File: src/rtl/usq_pkg.sv
package usq_pkg;

  localparam int UW_W   = 10;             // microword width
  localparam int UA_W   = 5;              // micro-address width
  localparam int FLD_W  = 3;              // source / destination field width
  localparam int STB_N  = (1 << FLD_W) - 1;
  localparam int PCF_W  = 2;              // program-counter action field width
  localparam int PCS_N  = (1 << PCF_W) - 1;
  localparam int SEL_W  = 2;              // condition select width
  localparam int COND_N = 1 << SEL_W;
  localparam int DEPTH  = 1 << UA_W;

  typedef enum logic [SEL_W-1:0] {
    CS_WAIT = 2'd0, CS_IR15 = 2'd1, CS_IR14 = 2'd2, CS_ACZ = 2'd3
  } cond_sel_e;

  typedef enum logic [FLD_W-1:0] {
    SRC_NONE, SRC_PC_A, SRC_IR_A, SRC_MBR_A,
    SRC_AC_R, SRC_ALU_R, SRC_MEM_D, SRC_MBR_D
  } src_e;

  typedef enum logic [FLD_W-1:0] {
    DST_NONE, DST_A_IR, DST_A_MAR, DST_R_AC,
    DST_R_MBR, DST_D_MBR, DST_MAR_ADR, DST_SPARE
  } dst_e;

  typedef enum logic [PCF_W-1:0] {
    PCO_HOLD, PCO_CLR, PCO_INC, PCO_LOAD
  } pc_op_e;

  typedef struct packed {
    logic   fmt;
    pc_op_e pc;
    src_e   src;
    dst_e   dst;
    logic   add;
  } rt_word_t;

  typedef struct packed {
    logic            fmt;
    cond_sel_e       sel;
    logic            val;
    logic            rsv;
    logic [UA_W-1:0] tgt;
  } bj_word_t;

  function automatic logic [UW_W-1:0] mk_rt(pc_op_e p, src_e s, dst_e d, logic a);
    return {1'b0, p, s, d, a};
  endfunction

  function automatic logic [UW_W-1:0] mk_bj(cond_sel_e c, logic v, logic [UA_W-1:0] t);
    return {1'b1, c, v, 1'b0, t};
  endfunction

endpackage

File: src/rtl/usq_store.sv
module usq_store
  import usq_pkg::*;
(
  input  logic [UA_W-1:0] addr,
  output logic [UW_W-1:0] word
);

  always_comb begin
    unique case (addr)
      // fetch
      5'd0:  word = mk_rt(PCO_INC,  SRC_PC_A,  DST_A_MAR,   1'b0);
      5'd1:  word = mk_rt(PCO_HOLD, SRC_MEM_D, DST_MAR_ADR, 1'b0);
      5'd2:  word = mk_bj(CS_WAIT, 1'b0, 5'd1);
      5'd3:  word = mk_rt(PCO_HOLD, SRC_MEM_D, DST_D_MBR,   1'b0);
      5'd4:  word = mk_bj(CS_WAIT, 1'b1, 5'd3);
      5'd5:  word = mk_rt(PCO_HOLD, SRC_MBR_A, DST_A_IR,    1'b0);
      5'd6:  word = mk_bj(CS_WAIT, 1'b0, 5'd5);
      5'd7:  word = mk_rt(PCO_HOLD, SRC_IR_A,  DST_A_MAR,   1'b0);
      // decode
      5'd8:  word = mk_bj(CS_IR15, 1'b1, 5'd20);
      5'd9:  word = mk_bj(CS_IR14, 1'b1, 5'd16);
      // load
      5'd10: word = mk_rt(PCO_HOLD, SRC_MEM_D, DST_MAR_ADR, 1'b0);
      5'd11: word = mk_rt(PCO_HOLD, SRC_MEM_D, DST_D_MBR,   1'b0);
      5'd12: word = mk_bj(CS_WAIT, 1'b1, 5'd11);
      5'd13: word = mk_rt(PCO_HOLD, SRC_ALU_R, DST_R_AC,    1'b0);
      5'd14: word = mk_bj(CS_WAIT, 1'b0, 5'd0);
      5'd15: word = mk_bj(CS_WAIT, 1'b1, 5'd0);
      // store
      5'd16: word = mk_rt(PCO_HOLD, SRC_AC_R,  DST_R_MBR,   1'b0);
      5'd17: word = mk_rt(PCO_HOLD, SRC_MBR_D, DST_MAR_ADR, 1'b0);
      5'd18: word = mk_bj(CS_WAIT, 1'b0, 5'd0);
      5'd19: word = mk_bj(CS_WAIT, 1'b1, 5'd17);
      // second decode
      5'd20: word = mk_bj(CS_IR14, 1'b1, 5'd27);
      // add
      5'd21: word = mk_rt(PCO_HOLD, SRC_MEM_D, DST_MAR_ADR, 1'b0);
      5'd22: word = mk_rt(PCO_HOLD, SRC_MEM_D, DST_D_MBR,   1'b0);
      5'd23: word = mk_bj(CS_WAIT, 1'b1, 5'd22);
      5'd24: word = mk_rt(PCO_HOLD, SRC_ALU_R, DST_R_AC,    1'b1);
      5'd25: word = mk_bj(CS_WAIT, 1'b0, 5'd0);
      5'd26: word = mk_bj(CS_WAIT, 1'b1, 5'd0);
      // branch on zero
      5'd27: word = mk_bj(CS_ACZ, 1'b0, 5'd0);
      5'd28: word = mk_rt(PCO_LOAD, SRC_IR_A,  DST_NONE,    1'b0);
      5'd29: word = mk_bj(CS_ACZ, 1'b1, 5'd0);
      5'd30: word = mk_bj(CS_ACZ, 1'b0, 5'd0);
      default: word = '0;
    endcase
  end

endmodule

File: src/rtl/usq_cond_mux.sv
module usq_cond_mux #(
  parameter int SW = 2,
  localparam int N = 1 << SW
) (
  input  logic [N-1:0]  cond_vec,
  input  logic [SW-1:0] sel,
  input  logic          val,
  output logic          take
);

  logic picked;

  always_comb begin
    picked = 1'b0;
    for (int i = 0; i < N; i++) begin
      if (sel == SW'(i)) picked = cond_vec[i];
    end
    take = (picked == val);
  end

endmodule

File: src/rtl/usq_decode.sv
module usq_decode
  import usq_pkg::*;
(
  input  logic             active,
  input  logic [UW_W-1:0]  word,
  output logic [STB_N-1:0] src_stb,
  output logic [STB_N-1:0] dst_stb,
  output logic [PCS_N-1:0] pc_stb,
  output logic             alu_add,
  output logic             is_branch
);

  rt_word_t rw;
  logic     fire;

  assign rw   = rt_word_t'(word);
  assign fire = active & ~rw.fmt;

  for (genvar k = 1; k <= STB_N; k++) begin : g_bus
    assign src_stb[k-1] = fire & (rw.src == src_e'(k));
    assign dst_stb[k-1] = fire & (rw.dst == dst_e'(k));
  end

  for (genvar k = 1; k <= PCS_N; k++) begin : g_pc
    assign pc_stb[k-1] = fire & (rw.pc == pc_op_e'(k));
  end

  assign alu_add   = fire & rw.add;
  assign is_branch = active & rw.fmt;

endmodule

File: src/rtl/usq_sequencer.sv
module usq_sequencer
  import usq_pkg::*;
#(
  parameter int RST_SYNC = 2
) (
  input  logic             clk,
  input  logic             rst_n,
  input  logic             mem_wait,
  input  logic             ir_bit15,
  input  logic             ir_bit14,
  input  logic             acc_zero,
  output logic [UA_W-1:0]  upc,
  output logic [STB_N-1:0] src_stb,
  output logic [STB_N-1:0] dst_stb,
  output logic [PCS_N-1:0] pc_stb,
  output logic             alu_add,
  output logic             is_branch
);

  localparam logic [UA_W-1:0] ONE = UA_W'(1);

  // reset release synchronizer
  logic [RST_SYNC-1:0] rs_q;
  logic                active;

  always_ff @(posedge clk or negedge rst_n) begin
    if (!rst_n) rs_q <= '0;
    else        rs_q <= {rs_q[RST_SYNC-2:0], 1'b1};
  end

  assign active = rs_q[RST_SYNC-1];

  // control store and condition select
  logic [UA_W-1:0]   upc_q, upc_d;
  logic              upc_en;
  logic [UW_W-1:0]   uword;
  bj_word_t          bw;
  logic [COND_N-1:0] cond_vec;
  logic              take;

  usq_store u_store (
    .addr (upc_q),
    .word (uword)
  );

  assign bw       = bj_word_t'(uword);
  assign cond_vec = {acc_zero, ir_bit14, ir_bit15, mem_wait};

  usq_cond_mux #(.SW(SEL_W)) u_cond (
    .cond_vec (cond_vec),
    .sel      (bw.sel),
    .val      (bw.val),
    .take     (take)
  );

  // next address
  always_comb begin
    upc_d = upc_q;
    if (bw.fmt && take) upc_d = bw.tgt;
    else                upc_d = upc_q + ONE;
  end

  assign upc_en = active;

  always_ff @(posedge clk or negedge rst_n) begin
    if (!rst_n)      upc_q <= '0;
    else if (upc_en) upc_q <= upc_d;
  end

  assign upc = upc_q;

  usq_decode u_dec (
    .active    (active),
    .word      (uword),
    .src_stb   (src_stb),
    .dst_stb   (dst_stb),
    .pc_stb    (pc_stb),
    .alu_add   (alu_add),
    .is_branch (is_branch)
  );

  // address parked at zero until the synchronizer releases
  a_r1_park_zero: assert property (@(posedge clk) disable iff (!rst_n)
    !active |=> (upc_q == '0));

  // no strobes before release
  a_r1_quiet: assert property (@(posedge clk) disable iff (!rst_n)
    !active |-> (src_stb == '0 && dst_stb == '0 && pc_stb == '0 && !alu_add && !is_branch));

  // sequential step after a register-transfer word
  a_r3_rt_step: assert property (@(posedge clk) disable iff (!rst_n)
    (active && !is_branch) |=> (upc_q == UA_W'($past(upc_q) + ONE)));

  // taken branch loads the target
  a_r4_taken: assert property (@(posedge clk) disable iff (!rst_n)
    (is_branch && take) |=> (upc_q == $past(bw.tgt)));

  // branch not taken falls through
  a_r5_fall: assert property (@(posedge clk) disable iff (!rst_n)
    (is_branch && !take) |=> (upc_q == UA_W'($past(upc_q) + ONE)));

  // branch words drive no datapath strobes
  a_r6_bj_quiet: assert property (@(posedge clk) disable iff (!rst_n)
    is_branch |-> (src_stb == '0 && dst_stb == '0 && pc_stb == '0 && !alu_add));

  // bus decoders are one-hot or idle
  a_r7_onehot: assert property (@(posedge clk) disable iff (!rst_n)
    $onehot0(src_stb) && $onehot0(dst_stb));

  // program-counter actions are mutually exclusive
  a_r8_pc_excl: assert property (@(posedge clk) disable iff (!rst_n)
    $onehot0(pc_stb));

endmodule

File: config.mk
export PLATFORM = sky130hd
export DESIGN_NAME = usq_sequencer
export DESIGN_NICKNAME = d
export VERILOG_FILES = /design/src/rtl/usq_pkg.sv /design/src/rtl/usq_store.sv /design/src/rtl/usq_cond_mux.sv /design/src/rtl/usq_decode.sv /design/src/rtl/usq_sequencer.sv
export SDC_FILE = /design/constraint.sdc
export NUM_CORES = 1
export LEC_CHECK = 0
export CORE_MARGIN = 8
export CORE_UTILIZATION = 59
export DETAILED_ROUTE_END_ITERATION = 16
export DONT_BUFFER_PORTS = 1
export MAX_ROUTING_LAYER = met4
export PLACE_DENSITY = 0.75
export SETUP_SLACK_MARGIN = 0.1
export SYNTH_ARGS = -nofsm -noshare
export SYNTH_HDL_FRONTEND = slang
export SYNTH_SLANG_ARGS = --single-unit
File: constraint.sdc
create_clock -name clk -period 6.84 [get_ports clk]
set_clock_uncertainty 0.1 [all_clocks]
set_input_delay 2.052 -clock clk [delete_from_list [all_inputs] [get_ports clk]]
set_output_delay 2.052 -clock clk [all_outputs]
set_load 0.02 [all_outputs]
Word-level counts from Yosys, hierarchy flattened
Memory sizes are Yosys's and may differ from the RTL's.
Cells that the tools add are included.
W data, S select, Z words.
{"block": "word_totals", "regBits": 7, "rom_bits": 320, "output_inout_bits": 24, "wordCells": 50, "n_memories": 1}
{"block": "op_classes", "add_sub_neg": 1, "n_eq_ne": 18, "muxes": 5, "bitwise": 21, "reduce_logical": 2}
{"name": "(no name shown)", "depth": 32, "width": 10, "rd": 1, "rd_ports_with_merged_regs": 0, "wr": 0, "line": "usq_store.sv:9", "rtl": "unique case (addr)"}
{"cell": "$eq A3 B3 Y1 const B", "count": 8}
{"cell": "$and A1 B1 Y1", "count": 20}
{"cell": "$eq A3 B2 Y1 const B", "count": 4}
{"cell": "$eq A3 B1 Y1 const B", "count": 2}
{"cell": "$add A5 B1 Y5 const B", "count": 1}
{"cell": "$mux W5", "count": 1}
{"cell": "$eq A2 B2 Y1 const B", "count": 2}
{"cell": "$mux W1", "count": 4}
{"cell": "$eq A2 B1 Y1 const B", "count": 1}
{"cell": "$logic_not A2 Y1", "count": 1}
{"cell": "$eq A1 B1 Y1", "count": 1}
{"cell": "$logic_and A1 B1 Y1", "count": 1}
{"cell": "$not A1 Y1", "count": 1}

Longest topological paths before layout
An unclocked memory read counts as a cell.
{"block": "depth", "word_depth": 9, "ltp_mapped": 10}

By module
A second synthesis with hierarchy kept.
{"block": "hier_totals", "cells_unflattened": 146, "area_unflattened_um2": 1196.1}
{"module": "usq_store", "instances": 1, "cells_each": 81, "area_per_inst_um2": 614.3}
{"module": "usq_sequencer", "instances": 1, "cells_each": 33, "area_per_inst_um2": 344.1}
{"module": "usq_decode", "instances": 1, "cells_each": 30, "area_per_inst_um2": 206.4}
{"module": "usq_cond_mux", "instances": 1, "cells_each": 2, "area_per_inst_um2": 31.3}

Least setup slack after synthesis
OpenSTA, ideal clock, no wires.
{"block": "synth_timing", "path_type": "reg-to-output", "startpoint": "register upc_q[1], in the netlist upc[1]", "endpoint": "output dst_stb[0]", "arrival_time_ns": 2.522, "required_time_ns": 4.688, "slack_ns": 2.166, "stages_incl_launch_ff": 8, "n_path_buf": 0, "cell_sequence": "dfrtp_1 -> inv_1 -> ha_1 -> xnor2_1 -> mux4_2 -> nand2b_1 -> or2_1 -> nor2_1"}
{"block": "synth_between", "elab_chain_len": 4}
{"element": "from (decl)", "line": "usq_sequencer.sv:34", "rtl": "logic [UA_W-1:0] upc_q, upc_d;"}
{"element": "from (signal assigned)", "line": "usq_sequencer.sv:67", "rtl": "else if (upc_en) upc_q <= upc_d;"}
{"element": "$mem_v2 Z32 W10 *"}
{"element": "$not A1 Y1", "line": "usq_decode.sv:17", "rtl": "assign fire = active & ~rw.fmt;"}
{"element": "$and A1 B1 Y1", "line": "usq_decode.sv:17"}
{"element": "$and A1 B1 Y1 *", "line": "usq_decode.sv:21", "rtl": "assign dst_stb[k-1] = fire & (rw.dst == dst_e'(k));"}
{"element": "to (decl)", "line": "usq_sequencer.sv:14", "rtl": "output logic [STB_N-1:0] dst_stb,"}
Every way passes the cells marked *; elsewhere a longest branch is shown, timed or not.

Worst setup path in the final report
{"block": "layout_timing", "startpoint": "register upc_q[0], in the netlist upc[0]", "endpoint": "output dst_stb[1]"}
The elaborated chain is that of the path after synthesis.

==> reports/summary.txt <==
Final Non-Filler Cells - 190
final wirelength - 3.246 mm
Post-synth EDFFs - 0
family with the most delay on the worst path - simple AND/OR/NAND/NOR gates
Synth Net Count - 184
Slew Viols, Final - 0
WL per Instance - 17.08 um
Yosys top cell area share - 13.96%
synth unique cells - 48
Final Hold Violating Endpoints - 0
worst-skew pair later-pin latency - 0.26 ns
cts hold-fix bufs - 0
Yosys top cell by area - dfrtp_1
Slowest Stage Delay on Critical Path - 0.73 ns
FFs w/ async S/R, synth - 100.0%
gr usage total - 17.24%
Die X-Extent - 62.12 um
share of the yosys chip area belonging to registers - 13.96%
Area Growth Syn to Fin - 0.3989%
Period Utilization, post-route - 77.59%
routed vias/inst - 6.347
die height - 62.12 um
RD Place Congestion - 0.9550
critical path fanouts, max - 14
clock transition at the registers of the reported paths - 0.06 ns
Cells after DPL - 186
fillers - 178
root buf cell - clkbuf_4
Final min period - 5.307 ns
Routed Antenna Nets - 0
MaxCap Viol Count - 0
cts bufs inserted - 3
largest cells by area after synthesis - dfrtp_1 14%, ha_1 10%, nor2_1 6.0%
Cell Area, Synth - 0.001255 mm^2
Post-synth top cells - 20 x nor2_1, 17 x nand2_1, 11 x a21oi_1, 10 x ha_1, 9 x nand2b_1
WS Path Type - reg2out
crit-path cells - inv_1, ha_1, xnor2_1, mux4_2, nand2b_1, or2_1, nor2_1
num rows - 16
worst-margin pin slew - 1.088 ns
post-CTS sizing - 0
Initial Util - 63.32%
Worst slew margin - 27.45%
#FFs+latches synth - 7
CTS Buffer Depth - 2
Design Area, Final - 0.001260 mm^2
share of cells above drive strength 1 - 12.27%
RSZ-0062 raised after global routing - no
CP Data Arrival Time - 3.16 ns
core outline area - 0.001982 mm^2
Worst Hold Class - reg2reg
synthesized area per cell - 7.470 um^2
first-pass GRT wire length - 5.540 mm
status - complete, no violations
DP Wirelength - 2.442 mm
YS warnings - 0
die area - 0.003859 mm^2
# diodes - 0
most frequent cell after synthesis - nor2_1
largest net degree at the start of global routing - 31
DRT iter0 DRCs - 65
Critical Path End Type - primary output
Area after DPL - 0.001232 mm^2
Setup Buffers After CTS - 0
Setup violations, final - 0
grt ovf - 0
PortBufs - 0
Final TNS setup - 0 ns
WHS - 0.2535 ns
Slowest-stage cell, CP - dfrtp_1
CTS Sinks - 7
Layout Nets - 180
first drt pass iteration count - 4
Most used DFF post-synth - dfrtp_1
Mapped Cells - 168
initial antenna violation count - 0
vias - 1,206
TritonCTS clock tree - built
CP Launch Type - register
DRC viols - 0
Max Clock Freq - 188.4 MHz
number of H-tree levels - 1
Req. time, crit path - 4.69 ns
number of global-route vias before repair - 1,156
CP bufs+invs - 1
Top Ports - 30
[flip-flops by register name (all words and copies together), names as in the netlist]
register / count
upc: 5
rs_q: 2
[worst reg2reg max path, delay by kind of cell (launching register included)]
family	cells	cell delay [ns]
compound gates	3	0.45
fa+ha+maj	1	0.34
buf+inv	1	0.20
flops	1	0.73
mux	3	0.95
simple gates	1	0.18
[stage by stage]
step | setup slack [ns] | util, %
6_report | 1.533 | 63.57
5_1_grt | 1.309 | 63.57
4_1_cts | 1.510 | 63.57
3_5_place_dp | 1.792 | 62.18
3_3_place_gp | 1.896 | 62.18
2_1_floorplan | 2.166 | -
[worst paths after layout]
| kind | from | to | slack [ns] | depth (start not counted) |
|---|---|---|---|---|
| worst min register to register | rs_q[0]$_DFF_PN0_ | rs_q[1]$_DFF_PN0_ | 0.25 | 0 |
| max in group asynchronous | rst_n | upc[1]$_DFFE_PN0P_ | 5.19 | 0 |
| worst min-delay path | rs_q[0]$_DFF_PN0_ | rs_q[1]$_DFF_PN0_ | 0.25 | 0 |
| min in group asynchronous | rst_n | upc[2]$_DFFE_PN0P_ | 1.38 | 0 |
| worst max register to register | upc[0]$_DFFE_PN0P_ | upc[4]$_DFFE_PN0P_ | 3.76 | 9 |
| worst max-delay path | upc[0]$_DFFE_PN0P_ | dst_stb[1] | 1.53 | 7 |
[area by class of cell]
type,instances,area [um^2],area share (%)
Multi-Input combinational cell,142,982.2,77.95
Clock buffer,3,22.52,1.787
Clock inverter,1,5.005,0.3972
Sequential cell,7,175.2,13.90
Inverter,9,33.78,2.681
Tap cell,27,33.78,2.681
Timing Repair Buffer,1,7.507,0.5958
[cells in the final DEF (no fill, tap or decap), drive strengths merged, types with 5 or more instances in the layout]
cell type,instances
mux2i,9
a211oi,5
nand2b,9
inv,9
ha,10
nor3,6
and2,5
o21ai,12
nand2,18
dfrtp,7
a21oi,11
nor2,20
[metal layers]
metal | global-route usage, % | routed length [um] | vias up
met1 | 23.21 | 1554 | 562
met2 | 24.71 | 1425 | 54
met5 | - | 0 | -
met3 | 3.405 | 227 | 4
li1 | - | - | 586
met4 | 6.122 | 39 | 0
[cells by family after synthesis]
group / share of synthesized area (%)
compound gates: 25.03
xor+xnor: 1.396
buf+inv: 7.777
mux: 12.46
other cells: 0.2988
flops: 13.96
fa+ha+maj: 9.970
simple gates: 29.11
Power is not shown: default switching activity piles up to over one toggle a cycle in this logic, so the estimate is an artifact.
